File: src/rtl/ulb_pkg.sv
package ulb_pkg;

  typedef enum logic [2:0] {
    ULB_IDLE  = 3'd0,
    ULB_SETUP = 3'd1,
    ULB_START = 3'd2,
    ULB_ACK   = 3'd3,
    ULB_DRAIN = 3'd4
  } ulb_state_e;

  localparam int unsigned ULB_SYNC_DEPTH = 2;

endpackage

File: src/rtl/ulb_rst_sync.sv
module ulb_rst_sync #(
  parameter int unsigned STAGES = 2
) (
  input  logic clk,
  input  logic rst_n,
  output logic rst_int_n
);

  logic [STAGES-1:0] chain_q;

  always_ff @(posedge clk or negedge rst_n) begin
    if (!rst_n) begin
      chain_q <= '0;
    end else begin
      chain_q <= {chain_q[STAGES-2:0], 1'b1};
    end
  end

  assign rst_int_n = chain_q[STAGES-1];

endmodule

File: src/rtl/ulb_sync.sv
module ulb_sync #(
  parameter int unsigned     WIDTH   = 1,
  parameter int unsigned     STAGES  = 2,
  parameter logic [WIDTH-1:0] RST_VAL = '0
) (
  input  logic             clk,
  input  logic             rst_n,
  input  logic [WIDTH-1:0] din,
  output logic [WIDTH-1:0] dout
);

  logic [WIDTH-1:0] stage_q [STAGES];

  generate
    for (genvar s = 0; s < STAGES; s++) begin : g_stage
      if (s == 0) begin : g_first
        always_ff @(posedge clk or negedge rst_n) begin
          if (!rst_n) begin
            stage_q[s] <= RST_VAL;
          end else begin
            stage_q[s] <= din;
          end
        end
      end else begin : g_rest
        always_ff @(posedge clk or negedge rst_n) begin
          if (!rst_n) begin
            stage_q[s] <= RST_VAL;
          end else begin
            stage_q[s] <= stage_q[s-1];
          end
        end
      end
    end
  endgenerate

  assign dout = stage_q[STAGES-1];

endmodule

File: src/rtl/ulb_seq.sv
module ulb_seq
  import ulb_pkg::*;
#(
  parameter int unsigned ADDR_W = 4
) (
  input  logic              clk,
  input  logic              rst_n,
  input  logic              hst_sel,
  input  logic              hst_rd,
  input  logic [ADDR_W-1:0] hst_addr,
  input  logic              end_sync,
  output logic              hst_ack,
  output logic [ADDR_W-1:0] usr_addr,
  output logic              usr_rd,
  output logic              usr_start
);

  ulb_state_e        state_q, state_d;
  logic              cap_en;
  logic [ADDR_W-1:0] addr_q;
  logic              rd_q;

  always_comb begin
    state_d = state_q;
    cap_en  = 1'b0;
    unique case (state_q)
      ULB_IDLE: begin
        if (hst_sel) begin
          cap_en  = 1'b1;
          state_d = ULB_SETUP;
        end
      end
      ULB_SETUP: state_d = ULB_START;
      ULB_START: begin
        if (end_sync) begin
          state_d = ULB_ACK;
        end
      end
      ULB_ACK:   state_d = ULB_DRAIN;
      ULB_DRAIN: begin
        if (!hst_sel && !end_sync) begin
          state_d = ULB_IDLE;
        end
      end
      default:   state_d = ULB_IDLE;
    endcase
  end

  always_ff @(posedge clk or negedge rst_n) begin
    if (!rst_n) begin
      state_q <= ULB_IDLE;
    end else begin
      state_q <= state_d;
    end
  end

  always_ff @(posedge clk or negedge rst_n) begin
    if (!rst_n) begin
      addr_q <= '0;
      rd_q   <= 1'b0;
    end else if (cap_en) begin
      addr_q <= hst_addr;
      rd_q   <= hst_rd;
    end
  end

  assign usr_addr  = addr_q;
  assign usr_rd    = rd_q;
  assign usr_start = (state_q == ULB_START);
  assign hst_ack   = (state_q == ULB_ACK);

  // acknowledge lasts a single cycle
  assert_ack_single_R5: assert property (@(posedge clk) disable iff (!rst_n)
    hst_ack |=> !hst_ack);

  // acknowledge only follows a start cycle that saw end
  assert_ack_after_start_R5: assert property (@(posedge clk) disable iff (!rst_n)
    $rose(hst_ack) |-> $past(usr_start) && $past(end_sync));

  // location and direction frozen while start is raised
  assert_start_stable_R4: assert property (@(posedge clk) disable iff (!rst_n)
    (usr_start || hst_ack) |-> $stable(usr_addr) && $stable(usr_rd));

  // start is held while end has not arrived
  assert_start_hold_R9: assert property (@(posedge clk) disable iff (!rst_n)
    (usr_start && !end_sync) |=> usr_start && !hst_ack);

  // no restart while select is still held after acknowledge
  assert_no_restart_R7: assert property (@(posedge clk) disable iff (!rst_n)
    (state_q == ULB_DRAIN && hst_sel) |=> !usr_start);

  // start is always preceded by a setup cycle without start
  assert_start_setup_R3: assert property (@(posedge clk) disable iff (!rst_n)
    $rose(usr_start) |-> $past(state_q) == ULB_SETUP);

endmodule

File: src/rtl/ulb_bridge.sv
module ulb_bridge
  import ulb_pkg::*;
#(
  parameter int unsigned ADDR_W = 4
) (
  input  logic              clk,
  input  logic              rst_n,
  input  logic              hst_sel,
  input  logic              hst_rd,
  input  logic [ADDR_W-1:0] hst_addr,
  output logic              hst_ack,
  output logic              hst_irq,
  output logic [ADDR_W-1:0] usr_addr,
  output logic              usr_rd,
  output logic              usr_start,
  input  logic              usr_end,
  input  logic              usr_irq_n
);

  localparam int unsigned SYNC_W = 2;
  localparam logic [SYNC_W-1:0] SYNC_RST = 2'b10; // {irq_n idle high, end idle low}

  logic              rst_int_n;
  logic [SYNC_W-1:0] sync_in;
  logic [SYNC_W-1:0] sync_out;
  logic              end_sync;
  logic              irq_n_sync;

  ulb_rst_sync #(.STAGES(2)) i_rst_sync (
    .clk       (clk),
    .rst_n     (rst_n),
    .rst_int_n (rst_int_n)
  );

  assign sync_in = {usr_irq_n, usr_end};

  ulb_sync #(
    .WIDTH   (SYNC_W),
    .STAGES  (ULB_SYNC_DEPTH),
    .RST_VAL (SYNC_RST)
  ) i_in_sync (
    .clk   (clk),
    .rst_n (rst_int_n),
    .din   (sync_in),
    .dout  (sync_out)
  );

  assign end_sync   = sync_out[0];
  assign irq_n_sync = sync_out[1];
  assign hst_irq    = ~irq_n_sync;

  ulb_seq #(.ADDR_W(ADDR_W)) i_seq (
    .clk       (clk),
    .rst_n     (rst_int_n),
    .hst_sel   (hst_sel),
    .hst_rd    (hst_rd),
    .hst_addr  (hst_addr),
    .end_sync  (end_sync),
    .hst_ack   (hst_ack),
    .usr_addr  (usr_addr),
    .usr_rd    (usr_rd),
    .usr_start (usr_start)
  );

  // checker-only age counter so the two-edge look-back stays inside reset history
  logic [1:0] age_q;
  always_ff @(posedge clk or negedge rst_int_n) begin
    if (!rst_int_n) begin
      age_q <= '0;
    end else if (age_q != 2'd3) begin
      age_q <= age_q + 2'd1;
    end
  end

  // interrupt output follows the request two edges later
  assert_irq_follow_R8: assert property (@(posedge clk) disable iff (!rst_int_n)
    (age_q == 2'd3) |-> (hst_irq == !$past(usr_irq_n, 2)));

  // quiet outputs right after reset release
  assert_reset_quiet_R1: assert property (@(posedge clk) disable iff (!rst_int_n)
    (age_q == 2'd0) |-> !usr_start && !hst_ack);

endmodule

File: config.mk
export PLATFORM = sky130hd
export DESIGN_NAME = ulb_bridge
export DESIGN_NICKNAME = d
export VERILOG_FILES = /design/src/rtl/ulb_pkg.sv /design/src/rtl/ulb_rst_sync.sv /design/src/rtl/ulb_sync.sv /design/src/rtl/ulb_seq.sv /design/src/rtl/ulb_bridge.sv
export SDC_FILE = /design/constraint.sdc
export NUM_CORES = 1
export LEC_CHECK = 0
export BUFFER_PORTS_ARGS = -buffer_cell sky130_fd_sc_hd__buf_2
export CELL_PAD_IN_SITES_DETAIL_PLACEMENT = 1
export CELL_PAD_IN_SITES_GLOBAL_PLACEMENT = 1
export CORE_UTILIZATION = 32
export CTS_CLUSTER_DIAMETER = 150
export DETAILED_ROUTE_END_ITERATION = 12
export GPL_TIMING_DRIVEN = 0
export HOLD_SLACK_MARGIN = 0.1
export PLACE_DENSITY_LB_ADDON = 0.05
export SLEW_MARGIN = 20
export SYNTH_ARGS = -nofsm -noshare
export SYNTH_HDL_FRONTEND = slang
export SYNTH_SLANG_ARGS = --single-unit
File: constraint.sdc
create_clock -name clk -period 0.8 [get_ports clk]
set_input_delay 0.08 -clock clk [delete_from_list [all_inputs] [get_ports clk]]
set_output_delay 0.08 -clock clk [all_outputs]
set_load 0.02 [all_outputs]
==> results.sh, run 1 <==
export IMPL_ctsHoldBuffers=4
export IMPL_critPathLaunch="i_seq.state_q[0]"
export IMPL_port_buffer_count=17
export IMPL_wl_mm=1.196
export IMPL_drive_above_1_share=0.7143
export IMPL_cts_tree="done"
export IMPL_worst_path_dominant_cell_family="flip-flops"
export IMPL_grt_usage=0.1639
export IMPL_synth_compound_area_frac=0.01247
export IMPL_period_needed_ns=1.313
export IMPL_hold_path_class="input pin to flop"
export IMPL_rr_endpoint="i_seq.usr_addr[0]"
export IMPL_yosys_area_top_type="dfrtp_1"
export IMPL_placedInstanceArea_um2=616.8
export IMPL_clock_skew_ns=0.0005048
export IMPL_setup_viol=16
export IMPL_drv_cap=0
export IMPL_final_cell_mix="dfrtp_1 (9), buf_2 (9), buf_6 (9)"
export IMPL_rsz0062_at_grt="true"
export IMPL_syn_nets=42
export IMPL_synth_top_family_by_area="multiplexers"
export IMPL_area_growth_pct=68.83
export IMPL_die_area_um2=1730
export IMPL_htree_levels=1
export IMPL_io_pins=18
export IMPL_cp_start_kind="flop"
export IMPL_synth_xor_area_share=0.01746
export IMPL_grt_pass1_wl_mm=2.152
export IMPL_power_density_nw_per_um2=3766
export IMPL_fp_dieW_um=41.60
export IMPL_final_core_util=0.6127
export IMPL_path_max_fanout=5
export IMPL_antenna_cells=0
export IMPL_holdWs_ns=0.04562
export IMPL_rrSetupSlack_ns=-0.51
export IMPL_die_h_um=41.60
export IMPL_dr_pass1_iters=1
export IMPL_end_kind="flop"
export IMPL_status="complete, but fails checks"
export IMPL_grt_overflow_total=0
export IMPL_synth_fa_ha_area_frac=0
export IMPL_cts_buffer_depth=2
export IMPL_antenna_found_initial=0
export IMPL_slowest_stage="dfrtp_2"
export IMPL_final_hold_violation_count=0
export IMPL_crit_chain="nor4b_4, buf_6, mux2_4"
export IMPL_rows=13
export IMPL_syn_area_um2=501.7
export IMPL_hpwl_um=789.6
export IMPL_nets=74
export IMPL_drv_slew=0
export IMPL_antenna_left=0
export IMPL_clock_sinks=14
export IMPL_grt_start_max_net_pins=13
export IMPL_arrival_ns=1.47
export IMPL_ys_seq_area_frac=0.7032
export IMPL_grt_pass1_vias=444
export IMPL_synth_yosys_warnings=0
export IMPL_required_ns=0.96
export IMPL_clk_insertion_delay_late_ns=0.26
export IMPL_rr_worst_depth=3
export IMPL_setup_worst_path_class="flop to flop"
export IMPL_pre_cts_slack_ns=-0.6382
export IMPL_cp_endpoint="i_seq.usr_addr[0]"
export IMPL_synth_simple_gate_area_frac=0.1197
export IMPL_core_um2=1383
export IMPL_place_inst=64
export IMPL_critical_path_max_stage_delay_ns=0.44
export IMPL_syn_avg_cell_area_um2=15.68
export IMPL_avgViaCountPerCell=4.641
export IMPL_min_period_over_period=1.641
export IMPL_yosysTopAreaCellShare=0.5985
export IMPL_r2r_start="i_seq.state_q[0]"
export IMPL_cp_depth=3
export IMPL_vias=362
export IMPL_stdcell_count=78
export IMPL_synth_mux_area_frac=0.1322
export IMPL_synth_cell_types=14
export IMPL_synthCells=32
export IMPL_drt_iter0_drc=0
export IMPL_ys_ff_latch=14
export IMPL_synth_top_cells_by_area="dfrtp_1 (60%), mux2_2 (11%), dfstp_2 (10%)"
export IMPL_initial_core_util=0.3629
export IMPL_worst_path_buf_inv=1
export IMPL_cts_root_buffer="clkbuf_4"
export IMPL_vdd_drop_max_v=0.002116
export IMPL_drcViolationCount=0
export IMPL_cts_buffers_inserted=3
export IMPL_layout_setup_ws_ns=-0.5130
export IMPL_fmax_mhz=761.6
export IMPL_wl_per_cell_um=15.33
export IMPL_violations="setup timing"
export IMPL_clk_pin_slew_worst_paths_ns=0.08
export IMPL_fin_area_um2=847.1
export IMPL_place_congestion=0.8115
export IMPL_p_leak_nw=0.4074
[metrics by stage]
step           total power, mW  setup TNS [ns]
2_1_floorplan            1.715          -2.900
3_3_place_gp             1.947          -3.325
3_5_place_dp             2.031          -3.774
4_1_cts                  3.094          -4.734
5_1_grt                  3.402          -5.399
6_report                 3.190          -4.708
[power by group]
group / internal, mW / switching [mW] / total (mW)
combinational: 0.909 / 0.628 / 1.54
clock: 0.276 / 0.209 / 0.485
sequential: 0.933 / 0.235 / 1.17
total: 2.12 / 1.07 / 3.19
[synthesized netlist by cell type]
master,n
conb_1,1
dfrtp_1,12
dfstp_2,2
inv_1,1
mux2_2,5
mux2i_1,1
nand2_1,1
nor2_1,3
nor3_1,1
nor3b_1,1
nor4b_4,1
o22ai_1,1
or3b_2,1
xnor2_1,1
[layout make-up]
class | instances | area, um^2
clock buffer | 4 | 36.28
tap | 15 | 18.77
timing repair buffer | 27 | 224.0
inverter | 1 | 3.754
sequential | 14 | 356.6
fill | 139 | 535.5
multi-input combinational | 17 | 207.7
[worst min-delay path by stage]
stage	slack, ns	endpoint	start	cells after the start
3_3_place_gp	-0.13	i_rst_sync.chain_q[0]	rst_n	1
4_1_cts	0.04	i_seq.usr_addr[1]	hst_addr[1]	2
2_1_floorplan	-0.22	i_rst_sync.chain_q[0]	rst_n	0
3_5_place_dp	-0.13	i_rst_sync.chain_q[0]	rst_n	1
5_1_grt	0.04	i_seq.usr_addr[3]	hst_addr[3]	2
6_report	0.05	i_seq.usr_addr[1]	hst_addr[1]	2
[logic make-up after synthesis]
group           Yosys count
flops                    14
mux                       6
other cells               1
compound gates            1
buf+inv                   1
simple gates              8
xor+xnor                  1
[sequential cells by signal (all words and copies together), names as in the netlist]
name and count:
i_seq.usr_addr 4, i_seq.state_q 3, i_in_sync.dout 2, i_in_sync.stage_q 2
i_rst_sync.chain_q 2, i_seq.usr_rd 1
[worst register-to-register path: cells and delay by family, from the launching register on]
kind	cells	cell delay (ns)
buffers and inverters	1	0.17
AND/OR/NAND/NOR	1	0.29
flip-flops	1	0.44
multiplexers	1	0.30
[what timing repair did]
action | in CTS | in global routing
hold endpoints to repair | 10 | 5
setup endpoints to repair | 16 | 16
setup buffers | 5 | 1
gates resized for setup | 27 | 3
pin swaps | 2 | 2
[layer usage]
layer,global-route usage,wire (um)
met1,0.1994,466
met2,0.3000,676
met3,0.03913,53
met4,0.01935,0
met5,0,0
Power figures use the tool's default switching activity.
==> inputs of run 2 (changes only) <==
--- a/config.mk
+++ b/config.mk
@@ -8,7 +8,7 @@
 export BUFFER_PORTS_ARGS = -buffer_cell sky130_fd_sc_hd__buf_2
 export CELL_PAD_IN_SITES_DETAIL_PLACEMENT = 1
 export CELL_PAD_IN_SITES_GLOBAL_PLACEMENT = 1
-export CORE_UTILIZATION = 32
+export CORE_UTILIZATION = 38
 export CTS_CLUSTER_DIAMETER = 150
 export DETAILED_ROUTE_END_ITERATION = 12
 export GPL_TIMING_DRIVEN = 0
==> constraint.sdc (replaced) <==
create_clock -name clk -period 1.7 [get_ports clk]
set_input_delay 0.17 -clock clk [delete_from_list [all_inputs] [get_ports clk]]
set_output_delay 0.17 -clock clk [all_outputs]
set_load 0.02 [all_outputs]
==> run 2 against run 1 <==
The flow now finishes without violations. Worst setup slack gained 0.76 ns. Maximum frequency fell by 9.5%. Worst hold slack gained 0.077 ns. Final cell count down 10%. Combinational power shrank 75%. Critical path type unchanged. Largest cell class unchanged. Highest routed layer is now met4.
==> results.sh, run 2 (synthesized netlist as in run 1, its figures left out) <==
export IMPL_multiInputGateArea_um2=145.1
export IMPL_hpwl_um=682.7
export IMPL_initial_core_util=0.4284
export IMPL_grt_pass1_vias=332
export IMPL_dr_pass1_iters=2
export IMPL_p_leak_nw=0.3191
export IMPL_htree_levels=1
export IMPL_wl_um=888
export IMPL_final_common_cell="buf_2"
export IMPL_vdd_drop_max_v=0.0007367
export IMPL_end_kind="flop"
export IMPL_setup_worst_path_class="flop to flop"
export IMPL_clock_skew_ns=0.01038
export IMPL_power_total_mw=1.102
export IMPL_nets=67
export IMPL_avgViaCountPerCell=4.771
export IMPL_clk_pin_slew_worst_paths_ns=0.08
export IMPL_clk_insertion_delay_late_ns=0.27
export IMPL_area_growth_pct=31.67
export IMPL_post_cts_buffers=0
export IMPL_place_inst=63
export IMPL_core_um2=1171
export IMPL_largest_reg_flops=4
export IMPL_final_hold_violation_count=0
export IMPL_nFillCells=134
export IMPL_min_period_over_period=0.8534
export IMPL_cts_buffers_inserted=3
export IMPL_grt_usage=0.1493
export IMPL_cts_root_buffer="clkbuf_4"
export IMPL_place_congestion=0.5884
export IMPL_drcViolationCount=0
export IMPL_antenna_found_initial=0
export IMPL_clock_sinks=14
export IMPL_antenna_cells=0
export IMPL_final_core_util=0.5641
export IMPL_cp_start_kind="flop"
export IMPL_placedInstanceArea_um2=604.3
export IMPL_grt_overflow_total=0
export IMPL_antenna_left=0
export IMPL_io_pins=18
export IMPL_port_buffer_count=17
export IMPL_regArea_um2=352.8
export IMPL_setup_viol=0
export IMPL_hold_path_class="input pin to flop"
export IMPL_drive_above_1_share=0.5179
export IMPL_rsz0062_at_grt="false"
export IMPL_required_ns=1.85
export IMPL_grt_pass1_wl_mm=1.386
export IMPL_fp_dieW_um=38.34
export IMPL_power_density_nw_per_um2=1667
export IMPL_die_h_um=38.34
export IMPL_rows=12
export IMPL_cts_tree="done"
export IMPL_fin_setup_tns_ns=0
export IMPL_path_max_fanout=7
export IMPL_stdcell_count=70
export IMPL_drv_slew=0
export IMPL_period_needed_ns=1.451
export IMPL_drt_iter0_drc=4
export IMPL_cts_buffer_depth=2
export IMPL_grt_start_max_net_pins=13
export IMPL_die_area_um2=1470
export IMPL_drv_cap=0
export IMPL_wl_per_cell_um=12.69
export IMPL_final_cell_mix="buf_2 (17), dfrtp_1 (12), mux2_2 (5)"
export IMPL_status="finished, final reports clean"
export IMPL_arrival_ns=1.60
export IMPL_vias=334
export IMPL_fmax_mhz=689.3
export IMPL_fin_area_um2=660.6
[run 2: changes by cell type in the layout (fill, tap and decap cells not counted), sizes merged]
cell / delta
dlygate4sd3: -1
buf: -6
[run 2: timing repair]
| item | CTS | global route |
|---|---|---|
| hold buffers | 3 | 0 |
| endpoints found under the hold margin | 4 | 0 |
| gates resized for setup | 0 | 0 |
[run 2: path summary, 6_finish.rpt]
| check | start | endpoint | slack, ns | cells past startpoint |
|---|---|---|---|---|
| min in group asynchronous | i_rst_sync.chain_q[1] | i_seq.usr_rd | 0.19 | 0 |
| min | hst_addr[3] | i_seq.usr_addr[3] | 0.12 | 2 |
| max in group asynchronous | i_rst_sync.chain_q[1] | i_in_sync.dout[1] | 1.16 | 0 |
| max | i_seq.state_q[2] | i_seq.usr_addr[2] | 0.25 | 2 |
| max reg2reg | i_seq.state_q[2] | i_seq.usr_addr[2] | 0.25 | 2 |
| min reg2reg | i_rst_sync.chain_q[1] | i_seq.usr_rd | 0.19 | 0 |
[run 2: critical path, stage by stage, from the launching register on]
cell and delay [ns]:
dfrtp_1 0.47, nor4b_4 0.47, mux2_2 0.39
[run 2: power by group]
part	switching, mW	internal (mW)	leakage, nW
Combinational	0.198	0.186	0.140
Clock	0.0959	0.0908	0.0150
Sequential	0.0986	0.432	0.165
[run 2: through the flow]
stage / setup WS [ns] / hold WS (ns)
finish: 0.2492 / 0.1223
global route: 0.1810 / 0.1121
CTS: 0.2101 / 0.1097
detailed placement: 0.2369 / -0.04354
global placement: 0.3074 / -0.04546
floorplan: 0.3825 / -0.1256
[run 2: per-layer routing]
metal	up-vias	GRT usage	wire (um)
met5	-	0	0
met4	0	0.1034	8
met3	2	0.05233	30
met2	7	0.2500	509
met1	169	0.1538	340
li1	156	-	-
[run 2: final cells by class]
type	count	area share
Tap cell	14	0.02652
Inverter	1	0.005682
Clock buffer	4	0.03977
Timing Repair Buffer	20	0.1742
Sequential cell	14	0.5341
Multi-Input combinational cell	17	0.2197
